### src/rtl/hf_pkg.sv
package hf_pkg;
   // saturate an integer setting into [lo, hi]
   function automatic int clamp_int(input int v, input int lo, input int hi);
      if (v < lo) return lo;
      if (v > hi) return hi;
      return v;
   endfunction
endpackage

### src/rtl/hf_median3.sv
module hf_median3 #(
   parameter int W = 10
) (
   input  logic [W-1:0] a,
   input  logic [W-1:0] b,
   input  logic [W-1:0] c,
   output logic [W-1:0] m
);
   logic [W-1:0] lo_ab, hi_ab, lo_hc;
   always_comb begin
      lo_ab = (a < b) ? a : b;
      hi_ab = (a < b) ? b : a;
      lo_hc = (hi_ab < c) ? hi_ab : c;
      m     = (lo_ab > lo_hc) ? lo_ab : lo_hc;
   end
endmodule

### src/rtl/hf_edge_test.sv
module hf_edge_test #(
   parameter int W       = 10,
   parameter int HIST    = 4,
   parameter int MAX_LAG = 4
) (
   input  logic [W-1:0]           cur,
   input  logic [HIST-1:0][W-1:0] hist,
   input  logic [$clog2(MAX_LAG+1)-1:0] lag,
   input  logic [W-1:0]           thresh,
   output logic                   edge_o
);
   import hf_pkg::*;
   int           lag_c;
   logic [W-1:0] ref_v;
   logic [W:0]   diff;

   always_comb begin
      lag_c = clamp_int(int'(lag), 1, MAX_LAG);
      ref_v = '0;
      for (int k = 0; k < MAX_LAG; k++)
         if (k + 1 == lag_c) ref_v = hist[k];
      diff   = {1'b0, cur} - {1'b0, ref_v};
      edge_o = !diff[W] && (diff[W-1:0] > thresh);
   end
endmodule

### src/rtl/hf_chan_mem.sv
module hf_chan_mem #(
   parameter int NUM_CH  = 16,
   parameter int DATA_W  = 10,
   parameter int HIST    = 4,
   parameter int PRE_MAX = 4,
   parameter int POST_W  = 4,
   localparam int CH_W   = $clog2(NUM_CH)
) (
   input  logic                        clk,
   input  logic                        rst_n,
   input  logic                        we,
   input  logic [CH_W-1:0]             ch,
   input  logic [DATA_W-1:0]           wr_raw,
   input  logic [DATA_W-1:0]           wr_filt,
   input  logic                        wr_edge,
   input  logic [POST_W-1:0]           wr_cnt,
   output logic [DATA_W-1:0]           rd_raw1,
   output logic [DATA_W-1:0]           rd_raw2,
   output logic [HIST-1:0][DATA_W-1:0] rd_filt,
   output logic [PRE_MAX-1:0]          rd_edge,
   output logic [POST_W-1:0]           rd_cnt
);
   logic [DATA_W-1:0]           raw1_q [NUM_CH];
   logic [DATA_W-1:0]           raw2_q [NUM_CH];
   logic [HIST-1:0][DATA_W-1:0] filt_q [NUM_CH];
   logic [PRE_MAX-1:0]          edge_q [NUM_CH];
   logic [POST_W-1:0]           cnt_q  [NUM_CH];

   assign rd_raw1 = raw1_q[ch];
   assign rd_raw2 = raw2_q[ch];
   assign rd_filt = filt_q[ch];
   assign rd_edge = edge_q[ch];
   assign rd_cnt  = cnt_q[ch];

   always_ff @(posedge clk) begin
      if (!rst_n) begin
         for (int i = 0; i < NUM_CH; i++) begin
            raw1_q[i] <= '0;
            raw2_q[i] <= '0;
            filt_q[i] <= '0;
            edge_q[i] <= '0;
            cnt_q[i]  <= '0;
         end
      end else if (we) begin
         raw2_q[ch] <= raw1_q[ch];
         raw1_q[ch] <= wr_raw;
         filt_q[ch][0] <= wr_filt;
         for (int k = 1; k < HIST; k++)
            filt_q[ch][k] <= filt_q[ch][k-1];
         edge_q[ch][0] <= wr_edge;
         for (int k = 1; k < PRE_MAX; k++)
            edge_q[ch][k] <= edge_q[ch][k-1];
         cnt_q[ch] <= wr_cnt;
      end
   end
endmodule

### src/rtl/hit_finder_mux.sv
module hit_finder_mux #(
   parameter int NUM_CH  = 16,
   parameter int DATA_W  = 10,
   parameter int MAX_LAG = 4,
   parameter int PRE_MAX = 4,
   parameter int POST_W  = 4
) (
   input  logic                         clk,
   input  logic                         rst_n,
   input  logic                         in_valid,
   input  logic [$clog2(NUM_CH)-1:0]    in_chan,
   input  logic [DATA_W-1:0]            in_sample,
   input  logic [DATA_W-1:0]            cfg_thresh,
   input  logic [$clog2(MAX_LAG+1)-1:0] cfg_lag,
   input  logic [$clog2(PRE_MAX+1)-1:0] cfg_pre,
   input  logic [POST_W-1:0]            cfg_post,
   output logic                         out_valid,
   output logic [$clog2(NUM_CH)-1:0]    out_chan,
   output logic [DATA_W-1:0]            out_data,
   output logic                         out_hit,
   output logic                         out_keep,
   output logic                         trig
);
   import hf_pkg::*;
   localparam int CH_W = $clog2(NUM_CH);
   localparam int HIST = (MAX_LAG > PRE_MAX) ? MAX_LAG : PRE_MAX;

   initial begin
      assert (NUM_CH >= 2 && (1 << CH_W) == NUM_CH)
         else $error("NUM_CH must be a power of two, at least 2");
      assert (DATA_W >= 4) else $error("DATA_W too small");
      assert (MAX_LAG >= 1 && PRE_MAX >= 1 && POST_W >= 1)
         else $error("window parameters must be positive");
   end

   logic [DATA_W-1:0]           raw1, raw2, med;
   logic [HIST-1:0][DATA_W-1:0] fhist;
   logic [PRE_MAX-1:0]          ehist;
   logic [POST_W-1:0]           post_cnt, post_next;
   logic                        edge_now, edge_old;
   logic [PRE_MAX-1:0]          win, pre_term;
   logic                        keep_now;
   logic [NUM_CH-1:0]           ch_flag;
   int                          pre_c;

   hf_median3 #(.W(DATA_W)) u_med (
      .a(in_sample), .b(raw1), .c(raw2), .m(med)
   );

   hf_edge_test #(.W(DATA_W), .HIST(HIST), .MAX_LAG(MAX_LAG)) u_edge (
      .cur(med), .hist(fhist), .lag(cfg_lag), .thresh(cfg_thresh),
      .edge_o(edge_now)
   );

   hf_chan_mem #(
      .NUM_CH(NUM_CH), .DATA_W(DATA_W), .HIST(HIST),
      .PRE_MAX(PRE_MAX), .POST_W(POST_W)
   ) u_mem (
      .clk(clk), .rst_n(rst_n), .we(in_valid), .ch(in_chan),
      .wr_raw(in_sample), .wr_filt(med), .wr_edge(edge_now),
      .wr_cnt(post_next),
      .rd_raw1(raw1), .rd_raw2(raw2), .rd_filt(fhist),
      .rd_edge(ehist), .rd_cnt(post_cnt)
   );

   // the delayed sample sits PRE_MAX samples back on this channel
   assign edge_old = ehist[PRE_MAX-1];
   assign pre_c    = clamp_int(int'(cfg_pre), 0, PRE_MAX);

   // win[j]: edge flag of the sample j steps back (0 = current)
   generate
      for (genvar j = 0; j < PRE_MAX; j++) begin : g_win
         if (j == 0) begin : g_now
            assign win[j] = edge_now;
         end else begin : g_hist
            assign win[j] = ehist[j-1];
         end
         assign pre_term[j] = win[j] && (j >= PRE_MAX - pre_c);
      end
   endgenerate

   always_comb begin
      if (edge_old)          post_next = cfg_post;
      else if (post_cnt != 0) post_next = post_cnt - 1'b1;
      else                    post_next = post_cnt;
      keep_now = edge_old || (|pre_term) || (post_cnt != 0);
   end

   always_ff @(posedge clk) begin
      if (!rst_n) begin
         out_valid <= 1'b0;
         out_chan  <= '0;
         out_data  <= '0;
         out_hit   <= 1'b0;
         out_keep  <= 1'b0;
         ch_flag   <= '0;
         trig      <= 1'b0;
      end else begin
         out_valid <= in_valid;
         trig      <= |ch_flag;
         if (in_valid) begin
            out_chan          <= in_chan;
            out_data          <= fhist[PRE_MAX-1];
            out_hit           <= edge_old;
            out_keep          <= keep_now;
            ch_flag[in_chan]  <= edge_now;
         end else begin
            out_hit  <= 1'b0;
            out_keep <= 1'b0;
         end
      end
   end
endmodule

### config.mk
export PLATFORM = sky130hd
export DESIGN_NAME = hit_finder_mux
export DESIGN_NICKNAME = d
export VERILOG_FILES = /design/src/rtl/hf_pkg.sv /design/src/rtl/hf_median3.sv /design/src/rtl/hf_edge_test.sv /design/src/rtl/hf_chan_mem.sv /design/src/rtl/hit_finder_mux.sv
export SDC_FILE = /design/constraint.sdc
export NUM_CORES = 2
export LEC_CHECK = 0
export BUFFER_PORTS_ARGS = -buffer_cell sky130_fd_sc_hd__buf_4
export CAP_MARGIN = 20
export CORE_MARGIN = 3
export CORE_UTILIZATION = 57
export CTS_CLUSTER_DIAMETER = 40
export DETAILED_ROUTE_END_ITERATION = 10
export GPL_TIMING_DRIVEN = 0
export PLACE_DENSITY = 0.79
export SKIP_LAST_GASP = 1
export SLEW_MARGIN = 15
export SYNTH_ARGS = -nofsm -noshare
export SYNTH_HDL_FRONTEND = slang
export SYNTH_SLANG_ARGS = --single-unit
### constraint.sdc
create_clock -name clk -period 28.9 [get_ports clk]
set_clock_uncertainty 0.1 [all_clocks]
set_input_delay 2.89 -clock clk [delete_from_list [all_inputs] [get_ports clk]]
set_output_delay 2.89 -clock clk [all_outputs]
set_load 0.05 [all_outputs]
; ---- Yosys cells after proc, flatten, opt, wreduce, memory -nomap -nowiden
; Memory sizes are Yosys's and may differ from the RTL's.
; Index checks and enable logic that the tools add are counted.
[totals]
ramBits = 1088
mem_count = 5
output_inout_bits = 18
elab_cells = 92
ff_bits = 34
[memory_table]
columns = memory, words, word_bits, rd, rd_ports_with_merged_regs, write_ports, line_no
row1 = u_mem.filt_q, 16, 40, 1, 0, 16, hf_chan_mem.sv:25  ; logic [HIST-1:0][DATA_W-1:0] filt_q [NUM_CH];
row2 = u_mem.raw1_q, 16, 10, 1, 0, 16, hf_chan_mem.sv:23  ; logic [DATA_W-1:0] raw1_q [NUM_CH];
row3 = u_mem.raw2_q, 16, 10, 1, 0, 16, hf_chan_mem.sv:24  ; logic [DATA_W-1:0] raw2_q [NUM_CH];
row4 = u_mem.cnt_q, 16, 4, 1, 0, 16, hf_chan_mem.sv:27  ; logic [POST_W-1:0] cnt_q [NUM_CH];
row5 = u_mem.edge_q, 16, 4, 1, 0, 16, hf_chan_mem.sv:26  ; logic [PRE_MAX-1:0] edge_q [NUM_CH];
[classes]
eq_ne = 4
add_sub_neg = 3
n_lt_le_gt_ge = 13
mux = 42
reduce_logical = 18
[op_table]
columns = cell, count
row1 = $mux W10, 10
row2 = $eq A3 B32 Y1 const A, 2
row3 = $ge A3 B32 Y1 const A, 2
row4 = $mux W32, 2
row5 = $mux W40, 1
row6 = $reduce_or A40 Y1, 1
row7 = $mux W4, 9
row8 = $eq A2 B32 Y1 const A, 1
row9 = $eq A4 B32 Y1 const A, 1
row10 = $ge A1 B32 Y1 const A, 1
row11 = $ge A2 B32 Y1 const A, 1
row12 = $sub A4 B32 Y32 const A, 1
row13 = $gt A10 B10 Y1, 2
row14 = $lt A10 B10 Y1, 2
row15 = $reduce_or A10 Y1, 2
row16 = $bwmux W16, 1
row17 = $reduce_or A16 Y1, 1
row18 = $mux W1, 15
row19 = $reduce_or A4 Y1, 3
row20 = $sub A10 B10 Y11, 1
row21 = $mux W3, 3
row22 = $gt A3 B3 Y1 const B, 2
row23 = $logic_and A1 B1 Y1, 6
row24 = $lt A4 B5 Y1 const B, 1
row25 = 8 further kinds, 9

; ---- Logic depth before layout (Yosys ltp)
[depth]
word_depth = 17
depth_mapped = 59

; ---- Modules after synthesis
; A second synthesis with hierarchy kept.
[hier_totals]
hier_cells = 3584
area_unflattened_um2 = 52235.1
[modules_own_cells]
columns = mod, cells_per_inst, n_inst, area_per_inst_um2, seq_area_each_um2
row1 = hf_chan_mem, 3107, 1, 48489.0, 32671.3
row2 = hit_finder_mux, 176, 1, 1579.0, 680.7
row3 = hf_median3, 165, 1, 1208.7, 0.0
row4 = hf_edge_test, 136, 1, 958.4, 0.0

; ---- Worst setup path after synthesis
; Ideal clock, no wire load.
[synth_timing]
kind = input to register
startpoint = input in_chan[0]
endpoint = register ch_flag[7]
path_slack_ps = 14333
arrival_ps = 14111
setup_time_ps = 356
stages = 56
cell_sequence = buf_6 > buf_6 > buf_6 > buf_4 > buf_2 > mux4_2 > mux2_2 > o21ai_1 > clkbuf_1 > ha_1 > nand4_1 > nor3_1 > nor3_1 > a31oi_1 > clkbuf_1 > clkbuf_1 > a21o_1 > ha_1 > [... 20 more ...] > nor2b_1 > o21ai_0 > nand2b_1 > a21o_1 > a21o_1 > a21o_1 > a21o_1 > a21o_1 > a21oi_1 > xnor2_1 > ha_1 > nand4_1 > nor2_1 > o21ai_0 > nand3b_1 > o221ai_1 > clkbuf_1 > o22ai_1
[synth_between]
elab_chain_cells = 11
elab_cells_between_ends = 24
cone_classes = 1 x add/sub / 6 x order compare / 11 x mux / 3 x reduce/logical / 3 x memory
[synth_rtl]
columns = element, line_no
row1 = start: declaration, hit_finder_mux.sv:11  ; input logic [$clog2(NUM_CH)-1:0] in_chan,
row2 = $mem_v2 Z16 W10, --
row3 = $lt A10 B10 Y1, "hf_median3.sv:11, hf_median3.sv:12"
row4 = $mux W10, hf_median3.sv:12  ; hi_ab = (a < b) ? b : a;
row5 = $lt A10 B10 Y1, hf_median3.sv:13  ; lo_hc = (hi_ab < c) ? hi_ab : c;
row6 = $mux W10, hf_median3.sv:13
row7 = $gt A10 B10 Y1, hf_median3.sv:14  ; m = (lo_ab > lo_hc) ? lo_ab : lo_hc;
row8 = $mux W10 *, hf_median3.sv:14
row9 = via med[1], hit_finder_mux.sv:36  ; logic [DATA_W-1:0] raw1, raw2, med;
row10 = $sub A10 B10 Y11 *, hf_edge_test.sv:22  ; diff = {1'b0, cur} - {1'b0, ref_v};
row11 = $gt A10 B10 Y1 or $logic_not A1 Y1 (tied branches), hf_edge_test.sv:23  ; edge_o = !diff[W] && (diff[W-1:0] > thresh);
row12 = $logic_and A1 B1 Y1 *, hf_edge_test.sv:23
row13 = $bwmux W16 *, hit_finder_mux.sv:106  ; ch_flag[in_chan] <= edge_now;
row14 = end signal: indexed assignment, hit_finder_mux.sv:106
row15 = end: declaration, hit_finder_mux.sv:43  ; logic [NUM_CH-1:0] ch_flag;
; The timed path passes the listed nets; every way through them passes the cells marked *.
; A chain may end at the register's enable or synchronous reset.

==> results.md <==
* Outcome: completed
* Total power draw at 4.53 mW
* Global-route wire length before repair at ~230000 µm
* Layout cells sized above 1 at around a fifth
* FF-to-FF setup slack at 13.63 ns
* Hold slack at 0.383 ns
* Final hold vios at 0
* Critical register-to-register path startpoint: u_mem.raw1_q[3][8]$_SDFFCE_PN0P_
* Switching part of the total power at 29.2%
* CP startpoint: in_chan[1]
* RSZ-0062 raised after global routing: no
* Total GRT Usage at 35.7%
* Congestion Overflow GR at 0
* DIE WIDTH at 303 µm
* Net Count, Synth at between 3000 and 4000
* Core Util, Final at 67.4%
* Fin Setup TNS at 0 ns
* Max-slew violation count at 0
* Drt via density at just under 7
* Die area at 92000 µm²
* H-tree depth at 4
* Clock Pin Slew Worst Setup and Hold Paths at 0.07 ns
* Cell Rows at 108
* Layout area overhead at 16.6%
* Fin crit period at 18.87 ns
* Antenna-violating nets left at 0
* Cells after Synth at 3474
* Area of the multi-input gates at around 16000 µm²
* Relative slew slack at 11.9%
* Sequential area share after synthesis at between 60% and 70%
* Fillers at 5367
* Max cap viols at 0
* Highest-delay cell along the critical path: o221ai_2
* Buffers added on ports at 47
* Tcrit/Tclk final at 65.3%
* Main synth FF type: edfxtp_1
* Hold Crit Class: reg2reg
* WP data arrival at 19.23 ns
* Clk_lat worst skew at 0.77 ns
* DPL Wire Length at a little over 100000 µm
* Reg-to-Reg End: u_mem.edge_q[13][0]$_SDFFCE_PN0P_
* Pre-CTS WS at 10.61 ns
* Initial Util at 57.8%
* Final nets at 3824
* Critical Path End Type: register
* Number of synthesized flops with an enable pin at 1088
* Vias in the first global route at 34435
* Leakage at 22.2 nW
* Ports at 55
* PwrDens at 77.1 nW/µm²
* Final setup viols at 0
* Post_cts resized at 0
* CP startpoint kind: input pin
* Distinct cell type count after synthesis at 66
* CTS Hold Bufs at 0
* Core region area at 87200 µm²
* Average wire per standard cell at roughly 33 µm
* Clock tree buffer depth at 3
* CP Class: in2reg
* Worst Tran Pin Value at 1.32 ns
* Switch Pwr at ~1.3 mW
* DR pass1 iterations at 8
* R2r worst-path depth at between 40 and 50
* FMAX at about 53 MHz
* Total Wirelength at 164000 µm
* Drt drc at 0
* Setup bufs post-CTS at 0
* Largest cells by area after synthesis: edfxtp_1 (65%), mux4_2 (13%), nor2_1 (7.4%)
* Yosys top cell by area: edfxtp_1
* Share of the synthesized area in the top cell type at roughly 65%
* Ys async rst share at 0%
* Commonest non-fill, non-tap cell in the layout: edfxtp_1
* Synth Register Bits at between 1000 and 1500
* Routed vias at about 35000
* Commonest cells after routing, fill and taps aside: edfxtp_1 (1088), nor2_1 (998), mux4_2 (292)
* Pin count of the biggest net entering global routing at 20
* Avg Inst Size Synth at 14.5 µm²
* CTS tree: yes
* CTS buffer count at 133
* Sequential group share of total power at 41.5%
* VDD IR-drop max at 0.0730 mV
* Worst setup margin at around 10 ns
* Initial antenna violation count at 4
* CP max stage delay at approximately 0.85 ns
* Combinational share of power at 19.9%
* Root cell of the clock tree: clkbuf_16
* Max FO, Critical Path at 10
* Critical Path End: u_mem.edge_q[13][0]$_SDFFCE_PN0P_
* Internal power at 3.21 mW
* Die height at 303 µm
* Clock power frac at 38.6%
* First DRT Iteration DRCs at around 6500
* Syn Std Cell Area at 50400 µm²
* Worst path required time at about 29 ns
* Synth Warn # at 0
* Clk sinks at 1122
* Routability Congestion at 0.903
* FF/Latch Area at between 30000 and 40000 µm²
-- worst min-delay path by stage --
stage | start | depth (start not counted) | to
after floorplan | ch_flag[0]$_SDFFE_PN0P_ | 2 | ch_flag[0]$_SDFFE_PN0P_
after global placement | ch_flag[3]$_SDFFE_PN0P_ | 2 | ch_flag[3]$_SDFFE_PN0P_
after detailed placement | ch_flag[1]$_SDFFE_PN0P_ | 2 | ch_flag[1]$_SDFFE_PN0P_
final | ch_flag[2]$_SDFFE_PN0P_ | 2 | ch_flag[2]$_SDFFE_PN0P_
after CTS | ch_flag[2]$_SDFFE_PN0P_ | 2 | ch_flag[2]$_SDFFE_PN0P_
after global routing | ch_flag[2]$_SDFFE_PN0P_ | 2 | ch_flag[2]$_SDFFE_PN0P_
-- power by group through the flow --
stage | clock network, mW | registers, mW | logic, mW
2_1_floorplan | 0 | 1.93 | 0.526
4_1_cts | 1.74 | 1.88 | 0.852
5_1_grt | 1.80 | 1.89 | 0.927
3_3_place_gp | 0 | 1.94 | 0.764
6_report | 1.75 | 1.88 | 0.900
3_5_place_dp | 0 | 1.91 | 0.827
-- synth_stat cells, types with 3 or more instances --
cell type and n:
a21o_1 14, nand2_1 95, o21ai_1 41, inv_1 56, buf_2 37, a21oi_1 47, a22oi_1 3, buf_1 21
xor2_1 4, a21oi_2 9, and3_1 131, ha_1 50, xnor2_1 5, nand3b_1 4, clkbuf_1 235, nand2b_1 5
mux2i_1 76, mux2_4 8, nand4_1 5, nor3_1 15, nor3_2 9, inv_2 7, o21ai_0 41, o22ai_1 18
and2_1 5, nor4_1 4, nand3_1 5, buf_6 14, dfxtp_1 34, mux4_2 292, and4_1 3, nor2_1 998
mux2_2 44, edfxtp_1 1088, mux4_1 3, nor2b_1 8
-- sequential cells by signal, indices dropped and copies added, names as in the netlist --
register      flops
ch_flag          16
out_chan          4
out_data         10
out_hit           1
out_keep          1
out_valid         1
trig              1
u_mem.cnt_q      64
u_mem.edge_q     64
u_mem.filt_q    640
u_mem.raw1_q    160
u_mem.raw2_q    160
-- kinds of logic after synthesis --
logic type | Yosys count | synth area share, %
adders and majority gates | 51 | 1.28
muxes | 427 | 16.1
buffers and inverters | 374 | 3.13
and+or+nand+nor | 1294 | 10.7
AOI/OAI and AO/OA | 197 | 2.45
xor gates and xnor gates | 9 | 0.156
DFF | 1122 | 66.2
-- routing by layer --
layer  track usage, %  vias to the layer above  wire [µm]
li1                 -                    13396          -
met1             44.9                    16753      50800
met4             21.8                        0      12400
met5            0.212                        -          0
met2             53.2                     3630      72800
met3             13.3                      882      27700
-- critical path: cells and delay by family --
family | cells | cell delay, ns
compound gates | 20 | 6.31
xor+xnor | 1 | 0.17
fa+ha+maj | 5 | 1.53
buf+inv | 12 | 4.91
mux | 3 | 1.28
simple gates | 13 | 2.07
-- area by class of cell --
class / count / area share (%)
Sequential cell: 1122 / 56.8
Multi-Input combinational cell: 1978 / 26.6
Clock buffer: 163 / 6.11
Timing Repair Buffer: 127 / 3.66
Tap cell: 1155 / 2.46
Buffer: 310 / 2.29
Clock inverter: 79 / 1.64
Inverter: 64 / 0.409
Antenna cell: 7 / 0.0298
-- through the flow --
stage | cell area (µm²) | std cells
final | 58700 | 5005
after global routing | 58700 | 4999
after detailed placement | 54100 | 4750
after floorplan | 50400 | 3474
after CTS | 58700 | 4992
after global placement | 52200 | 4676
Power figures use the tool's default switching activity.
